===== src/rtl/tmr_pkg.sv =====
package tmr_pkg;
  localparam int OFF_W = 5;
  localparam logic [OFF_W-1:0] OFF_CTRL   = 5'h00;
  localparam logic [OFF_W-1:0] OFF_RELOAD = 5'h10;
  localparam logic [OFF_W-1:0] OFF_COUNT  = 5'h14;
  localparam logic [OFF_W-1:0] OFF_PERIOD = 5'h18;

  localparam int EN_BIT   = 26;
  localparam int PRIO_W   = 4;
  localparam int PRIO_LSB = 20;
  localparam int NUM_W    = 8;
  localparam int NUM_LSB  = 12;
  localparam int VEC_W    = 8;

  typedef struct packed {
    logic              en;
    logic [PRIO_W-1:0] prio;
    logic [NUM_W-1:0]  num;
  } tmr_ctrl_t;

  // Controller mapping: top two bits forced to 01, priority ORed in at bit 2.
  function automatic logic [VEC_W-1:0] form_vector(input tmr_ctrl_t c);
    logic [VEC_W-1:0] v;
    v = {2'b01, c.num[VEC_W-3:0]};
    v = v | (VEC_W'(c.prio) << 2);
    return v;
  endfunction
endpackage


===== src/rtl/tmr_regs.sv =====
module tmr_regs
  import tmr_pkg::*;
#(
  parameter int DATA_W        = 32,
  parameter int ADDR_W        = 5,
  parameter int BUS_PERIOD_NS = 20
) (
  input  logic              clk,
  input  logic              rst,
  input  logic              bus_wr,
  input  logic              bus_rd,
  input  logic [ADDR_W-1:0] bus_addr,
  input  logic [DATA_W-1:0] bus_wdata,
  input  logic [DATA_W-1:0] cnt_val,
  output tmr_ctrl_t         ctrl,
  output logic [DATA_W-1:0] reload,
  output logic              start,
  output logic              stop,
  output logic [DATA_W-1:0] bus_rdata
);
  localparam logic [ADDR_W-1:0] A_CTRL   = ADDR_W'(OFF_CTRL);
  localparam logic [ADDR_W-1:0] A_RELOAD = ADDR_W'(OFF_RELOAD);
  localparam logic [ADDR_W-1:0] A_COUNT  = ADDR_W'(OFF_COUNT);
  localparam logic [ADDR_W-1:0] A_PERIOD = ADDR_W'(OFF_PERIOD);
  localparam logic [DATA_W-1:0] PERIOD_V = DATA_W'(BUS_PERIOD_NS);

  logic wr_ctrl;
  assign wr_ctrl = bus_wr && (bus_addr == A_CTRL);
  assign start   = wr_ctrl && bus_wdata[EN_BIT] && !ctrl.en;
  assign stop    = wr_ctrl && !bus_wdata[EN_BIT];

  always_ff @(posedge clk) begin
    if (rst) begin
      ctrl   <= '0;
      reload <= '0;
    end else if (bus_wr) begin
      if (bus_addr == A_CTRL) begin
        ctrl.en   <= bus_wdata[EN_BIT];
        ctrl.prio <= bus_wdata[PRIO_LSB +: PRIO_W];
        ctrl.num  <= bus_wdata[NUM_LSB +: NUM_W];
      end
      if (bus_addr == A_RELOAD) reload <= bus_wdata;
    end
  end

  logic [DATA_W-1:0] rd_mux;
  always_comb begin
    rd_mux = '0;
    unique case (bus_addr)
      A_CTRL: begin
        rd_mux[EN_BIT]                = ctrl.en;
        rd_mux[PRIO_LSB +: PRIO_W]    = ctrl.prio;
        rd_mux[NUM_LSB +: NUM_W]      = ctrl.num;
      end
      A_RELOAD: rd_mux = reload;
      A_COUNT:  rd_mux = cnt_val;
      A_PERIOD: rd_mux = PERIOD_V;
      default:  rd_mux = '0;
    endcase
  end

  always_ff @(posedge clk) begin
    if (rst)         bus_rdata <= '0;
    else if (bus_rd) bus_rdata <= rd_mux;
  end

  AST_PERIOD_READ: assert property (@(posedge clk) disable iff (rst)
    (bus_rd && bus_addr == A_PERIOD) |=> (bus_rdata == PERIOD_V));
endmodule


===== src/rtl/tmr_counter.sv =====
module tmr_counter #(
  parameter int CNT_W = 32
) (
  input  logic             clk,
  input  logic             rst,
  input  logic             start,
  input  logic             stop,
  input  logic             en,
  input  logic [CNT_W-1:0] reload,
  output logic [CNT_W-1:0] cnt,
  output logic             fire
);
  localparam logic [CNT_W-1:0] ONE = CNT_W'(1);

  logic run;
  assign run  = en && !stop;
  assign fire = run && (cnt == ONE);

  // A zero reload wraps to all-ones on the next step: interval 2^CNT_W.
  always_ff @(posedge clk) begin
    if (rst)            cnt <= '0;
    else if (start)     cnt <= reload;
    else if (run) begin
      if (cnt == ONE)   cnt <= reload;
      else              cnt <= cnt - ONE;
    end
  end

  AST_HOLD_WHEN_OFF: assert property (@(posedge clk) disable iff (rst)
    (!run && !start) |=> $stable(cnt));
  AST_RELOAD_AFTER_FIRE: assert property (@(posedge clk) disable iff (rst)
    fire |=> (cnt == $past(reload)));
endmodule


===== src/rtl/tmr_irq_out.sv =====
module tmr_irq_out
  import tmr_pkg::*;
(
  input  logic             clk,
  input  logic             rst,
  input  logic             fire,
  input  tmr_ctrl_t        ctrl,
  output logic             irq_pulse,
  output logic [VEC_W-1:0] irq_vec
);
  always_ff @(posedge clk) begin
    if (rst) begin
      irq_pulse <= 1'b0;
      irq_vec   <= '0;
    end else begin
      irq_pulse <= fire;
      if (fire) irq_vec <= form_vector(ctrl);
    end
  end

  AST_VEC_RANGE: assert property (@(posedge clk) disable iff (rst)
    irq_pulse |-> (irq_vec[VEC_W-1:VEC_W-2] == 2'b01));
endmodule


===== src/rtl/interval_timer.sv =====
module interval_timer
  import tmr_pkg::*;
#(
  parameter int DATA_W        = 32,
  parameter int ADDR_W        = 5,
  parameter int BUS_PERIOD_NS = 20
) (
  input  logic              clk,
  input  logic              rst,
  input  logic              bus_wr,
  input  logic              bus_rd,
  input  logic [ADDR_W-1:0] bus_addr,
  input  logic [DATA_W-1:0] bus_wdata,
  output logic [DATA_W-1:0] bus_rdata,
  output logic              irq_pulse,
  output logic [7:0]        irq_vec
);
  tmr_ctrl_t         ctrl;
  logic [DATA_W-1:0] reload;
  logic [DATA_W-1:0] cnt;
  logic              start;
  logic              stop;
  logic              fire;

  tmr_regs #(
    .DATA_W(DATA_W), .ADDR_W(ADDR_W), .BUS_PERIOD_NS(BUS_PERIOD_NS)
  ) u_regs (
    .clk(clk), .rst(rst), .bus_wr(bus_wr), .bus_rd(bus_rd),
    .bus_addr(bus_addr), .bus_wdata(bus_wdata), .cnt_val(cnt),
    .ctrl(ctrl), .reload(reload), .start(start), .stop(stop),
    .bus_rdata(bus_rdata)
  );

  tmr_counter #(.CNT_W(DATA_W)) u_counter (
    .clk(clk), .rst(rst), .start(start), .stop(stop), .en(ctrl.en),
    .reload(reload), .cnt(cnt), .fire(fire)
  );

  tmr_irq_out u_irq (
    .clk(clk), .rst(rst), .fire(fire), .ctrl(ctrl),
    .irq_pulse(irq_pulse), .irq_vec(irq_vec)
  );

  AST_NO_IRQ_WHEN_OFF: assert property (@(posedge clk) disable iff (rst)
    !ctrl.en |=> !irq_pulse);
endmodule


===== config.mk =====
export PLATFORM = sky130hd
export DESIGN_NAME = interval_timer
export DESIGN_NICKNAME = d
export VERILOG_FILES = /design/src/rtl/tmr_pkg.sv /design/src/rtl/tmr_regs.sv /design/src/rtl/tmr_counter.sv /design/src/rtl/tmr_irq_out.sv /design/src/rtl/interval_timer.sv
export SDC_FILE = /design/constraint.sdc
export NUM_CORES = 1
export LEC_CHECK = 0
export BUFFER_PORTS_ARGS = -buffer_cell sky130_fd_sc_hd__clkbuf_2
export CORE_MARGIN = 2
export CORE_UTILIZATION = 45
export DETAILED_ROUTE_END_ITERATION = 8
export GPL_ROUTABILITY_DRIVEN = 0
export GPL_TIMING_DRIVEN = 0
export PLACE_DENSITY = 0.65
export SLEW_MARGIN = 5
export SYNTH_ARGS = -nofsm -noshare
export SYNTH_HDL_FRONTEND = slang
export SYNTH_SLANG_ARGS = --single-unit

===== constraint.sdc =====
create_clock -name clk -period 3.48 [get_ports clk]
set_input_delay 0.348 -clock clk [delete_from_list [all_inputs] [get_ports clk]]
set_output_delay 0.348 -clock clk [all_outputs]
set_load 0.02 [all_outputs]

==> Yosys cells after proc, flatten, opt, wreduce, memory -nomap -nowiden <==
Cells that the tools add are included.
{ "word_totals": {"register_bits": 118, "out_inout_bits": 41, "elab_cells": 35, "input_bits": 41} }
{ "op_classes": {"n_reduce_logical": 13, "mux": 8, "eq_ne": 4, "bitwise_logic": 1, "add_sub_neg": 1} }
{ "ops": {"columns": ["op", "count"], "rows": [
  ["2-to-1 mux 32 bit", 3],
  ["one-hot mux 12 bit (3 select lines)", 2],
  ["== test 32 x 1 -> 1 bit (second input constant)", 1],
  ["subtractor 32 x 1 -> 32 bit (second input constant)", 1],
  ["== test 5 bit (second input constant)", 3],
  ["one-hot mux 5 bit (2 select lines)", 1],
  ["bitwise OR 7 x 6 -> 7 bit", 1],
  ["logical AND 1 bit", 6],
  ["logical NOT 5 bit", 1],
  ["one-hot mux 2 bit (2 select lines)", 1],
  ["AND reduction 2 bit", 2],
  ["logical NOT 1 bit", 3],
  ["one-hot mux 1 bit (3 select lines)", 1],
  ["nonzero test 2 bit", 1]
]} }

==> Logic depth before layout (Yosys ltp) <==
{ "logic_depth": {"ltp_word": 7, "ltp_mapped": 8, "mapped_depth_nobuf": 7} }

==> By module <==
A second synthesis with hierarchy kept.
{ "hier_totals": {"hier_cells": 657, "area_unflattened_um2": 5829.3} }
{ "by_module_without_submodules": {"columns": ["mod", "seq_area_each_um2", "n_inst", "area_each_um2", "cells_each"], "rows": [
  ["tmr_regs", 1541.5, 1, 3374.5, 338],
  ["tmr_counter", 640.6, 1, 2162.1, 288],
  ["tmr_irq_out", 160.2, 1, 292.8, 31]
]} }

==> Worst setup path after synthesis <==
Ideal clock, no wire load.
{ "synth_timing": {"kind": "reg2reg", "startpoint": "reg u_counter.cnt[24]", "endpoint": "reg u_counter.cnt[16]", "required_ps": 3363, "stages_incl_launch_ff": 7, "arrival_time_ps": 2446, "path_buffers": 1, "period_less_slack_ps": 2564, "setup_time_ps": 117, "setup_slack_ps": 916, "path_cell_list": "dfxtp_1 or4_4 or4b_1 buf_6 o31ai_4 mux2_2 a32o_1"} }
{ "synth_via": {"elab_chain_cells": 4} }
{ "synth_rtl": {"columns": ["element", "line", "text"], "rows": [
  ["from (decl)", "tmr_counter.sv:10", "output logic [CNT_W-1:0] cnt,"],
  ["from (signal assigned)", "tmr_counter.sv:22", "else if (start) cnt <= reload;"],
  ["from (signal assigned)", "tmr_counter.sv:24", "if (cnt == ONE) cnt <= reload;"],
  ["from (signal assigned)", "tmr_counter.sv:25", "else cnt <= cnt - ONE;"],
  ["== test 32 x 1 -> 1 bit", "tmr_counter.sv:24", null],
  ["2-to-1 mux 32 bit", "tmr_counter.sv:24", null],
  ["2-to-1 mux 32 bit", "tmr_counter.sv:23", "else if (run) begin"],
  ["2-to-1 mux 32 bit", "tmr_counter.sv:22", null]
]} }
No other way between the ends. The select of a mux whose other input is x is not followed.
A chain may end at the register's enable or synchronous reset.

==> Worst setup path after layout <==
{ "layout_timing": {"startpoint": "reg u_counter.cnt[14]", "endpoint": "reg u_counter.cnt[16]"} }
{ "layout_via": {"elab_chain_cells": 4, "word_cells_on_any_way": 5, "classes_between": "1 x add/sub; 1 x eq/ne; 3 x mux"} }
{ "layout_rtl": {"columns": ["element", "line"], "rows": [
  ["subtractor 32 x 1 -> 32 bit / == test 32 x 1 -> 1 bit (equally long branches)", "tmr_counter.sv:25, tmr_counter.sv:24"],
  ["2-to-1 mux 32 bit (*)", "tmr_counter.sv:24"],
  ["2-to-1 mux 32 bit (*)", "tmr_counter.sv:23"],
  ["2-to-1 mux 32 bit (*)", "tmr_counter.sv:22"]
]} }
Every way passes the cells marked *; elsewhere a longest branch is shown, timed or not. The select of a mux whose other input is x is not followed.

==> results.py <==
metrics = {
    "flow_run": {
        "max_cap_violations": 0,
    },
    "sta": {
        "setup_ws_ns": 0.0865,
        "maxSlewHeadroom_pct": 28.8,
        "rsz0062_at_grt": "false",
        "slew_viol_final": 0,
        "fin_hold_ws_ns": 0.136,
        "fin_crit_sh_pct": 97.5,
        "period_needed_ns": 3.39,
        "fmax_mhz": 295,
        "hold_viol": 0,
        "setup_tns_ns": 0,
        "setup_viol": 0,
        "tightestPinTransition_ns": 1.06,
        "worst_clock_skew_ns": 0.0124,
    },
    "worst_hold_path": {
        "worstHoldPathCells": 3,
        "min_from": "bus_wdata[24]",
        "hold_class": "input port to register",
        "holdPathEnd": "u_regs.reload[24]",
    },
    "route": {
        "first_pass_iters": 6,
        "dr_total_vias": 6168,
        "initialDrtViolationCount": 722,
        "vias_per_cell": 6.05,
        "routedWlPerCell_um": 19.8,
        "drc_errors": 0,
        "postRouteAntennaNets": 0,
        "drt_wl_total_mm": 20.2,
    },
    "placement": {
        "placed_cells": 987,
        "port_buffers": 79,
        "hpwlAfterDp_mm": 14.4,
        "place_ws_ns": 0.147,
        "placed_area_um2": 6440,
    },
    "layout": {
        "syn_to_final_growth_pct": 21.3,
        "design_area_um2": 7080,
        "diodes": 0,
        "finalNonFillerCells": 1019,
        "fillCellCount": 1201,
        "final_util_pct": 56.1,
        "final_nets": 877,
        "drive_above_1_share_pct": 19.0,
    },
    "clock_network": {
        "cts_setup_buffers": 0,
        "htree_levels": 4,
        "cts_tree": "yes",
        "cts_hold_buf": 0,
        "cts.clk_slew.worst_paths_ns": 0.06,
        "cts_root_buf": "clkbuf_16",
        "cts.sinks": 117,
        "cts_buffers": 17,
        "max-clock-path-buffers": 2,
        "insertion_delay_ns": 0.43,
        "cts_resized": 0,
    },
    "floorplanning": {
        "fp-row-count": 41,
        "die-area_um2": 13900,
        "core-area_um2": 12600,
        "initial_core_util_pct": 46.2,
        "die_w_um": 118,
        "top_level_ports": 82,
        "die_y_um": 118,
    },
    "synth": {
        "synth_cells": 736,
        "avgSynthCellArea_um2": 7.93,
        "ys_seq_elements": 117,
        "synth_largest_area_cell": "dfxtp_1",
        "yosysWarnings": 0,
        "ys_top_cells_by_count": "nand2_1 (129), dfxtp_1 (117), a21oi_1 (92)",
        "synth_cell_types": 71,
        "yosysSeqAreaShare_pct": 40.1,
        "synth_flop_cell": "dfxtp_1",
        "synth_area_leaders": "dfxtp_1 (40%), nand2_1 (8.3%), a21oi_1 (7.9%)",
        "synthArstFlopShare_pct": 0,
        "yosysMostFrequentCell": "nand2_1",
        "synth-edff-count": 0,
        "synth_fp_nets": 779,
        "syn_area_um2": 5830,
        "synth.top_cell.area_share_pct": 40.1,
    },
    "pwr": {
        "p_leak_nw": 2.67,
        "p_per_area_nw_per_um2": 503,
        "p_total_mw": 3.56,
        "irDropWorstVdd_mv": 0.370,
    },
    "worst_setup_path": {
        "cp-start-kind": "register",
        "worst-setup-path-type": "register to register",
        "r2r-start": "u_counter.cnt[14]",
        "end_kind": "register",
        "crit_fanout": 10,
        "r2r-end": "u_counter.cnt[16]",
        "cp.required_ns": 3.79,
        "r2r_setup_slack_ns": 0.09,
        "ff2ff_path_depth": 6,
        "worstPathArrival_ns": 3.71,
    },
    "grt": {
        "grt_overflow": 0,
        "grt_max_degree": 17,
        "grt_usage_pct": 29.2,
        "antenna_found_initial": 0,
        "grt_pass1_vias": 6007,
        "grt_pass1_wl_mm": 31.8,
    },
    "status": {
        "status": "completed",
    },
}
==> final cells by class <==
type / count / area (µm²) / share of cell area (%)
well taps: 172 / 215 / 3.04
repair buffers: 79 / 395 / 5.59
multi-input cells: 545 / 3190 / 45.1
plain buffers: 58 / 238 / 3.36
flip-flops and latches: 117 / 2340 / 33.1
clock buffers: 20 / 457 / 6.45
inverters: 16 / 60.1 / 0.849
clock inverters: 12 / 175 / 2.48
==> sequential cells by signal, summed over array words and instances (netlist names) <==
register,count
u_regs.reload,32
u_irq.irq_pulse,1
u_counter.cnt,32
u_regs.ctrl,13
u_regs.bus_rdata,32
u_irq.irq_vec,7
==> how the worst max path moves through the flow <==
stage | end | depth (start not counted) | start
floorplan | u_counter.cnt[16] | 6 | u_counter.cnt[24]
global placement | u_counter.cnt[18] | 9 | bus_addr[4]
detailed placement | u_counter.cnt[25] | 9 | bus_addr[4]
CTS | u_counter.cnt[16] | 6 | u_counter.cnt[14]
global route | u_counter.cnt[17] | 6 | u_counter.cnt[14]
finish | u_counter.cnt[16] | 6 | u_counter.cnt[14]
==> layer usage <==
layer	share of wire, %	wire length, µm	GRT usage, %
met5	0	0	0
met4	4.6	936	15.7
met3	9.1	1840	7.17
met2	47	9430	47.4
met1	39	7970	35.8
==> power breakdown <==
group / internal [mW] / switching (mW)
sequential: 1.35 / 0.0115
combinational: 0.103 / 0.209
clock: 1.23 / 0.653
total: 2.69 / 0.873
==> worst max-delay path, cell delays in order (launching register included) <==
cell and delay [ns]:
dfxtp_1 0.29, clkbuf_1 0.21, nor4_1 0.85, nand4_2 0.59, o31ai_4 0.73, mux2_2 0.41
a32o_1 0.20
==> cell families after synthesis <==
family	synth area share, %
other	0.0643
buffers and inverters	5.10
muxes	7.36
adders and majority gates	0.429
DFF	40.1
AOI/OAI and AO/OA	21.7
and+or+nand+nor	25.2
==> placed cells by master, fill, tap and decap left out, types with 4 or more instances in the layout <==
cell type / count
clkbuf_2: 79
or3_1: 12
o21ai_1: 4
nor2_1: 58
o31ai_1: 9
nor4_1: 12
nand4_1: 4
or4_1: 12
a21oi_1: 92
o21ai_0: 16
bufinv_16: 4
o41ai_1: 6
mux2_2: 31
a211oi_1: 5
mux2i_1: 8
nand2_1: 129
clkbuf_1: 49
dfxtp_1: 117
a22oi_1: 15
clkbuf_16: 17
a31oi_1: 5
inv_1: 15
nor3_1: 19
nand3_1: 39
buf_2: 4
No activity file was read; power rests on OpenSTA's default activity.
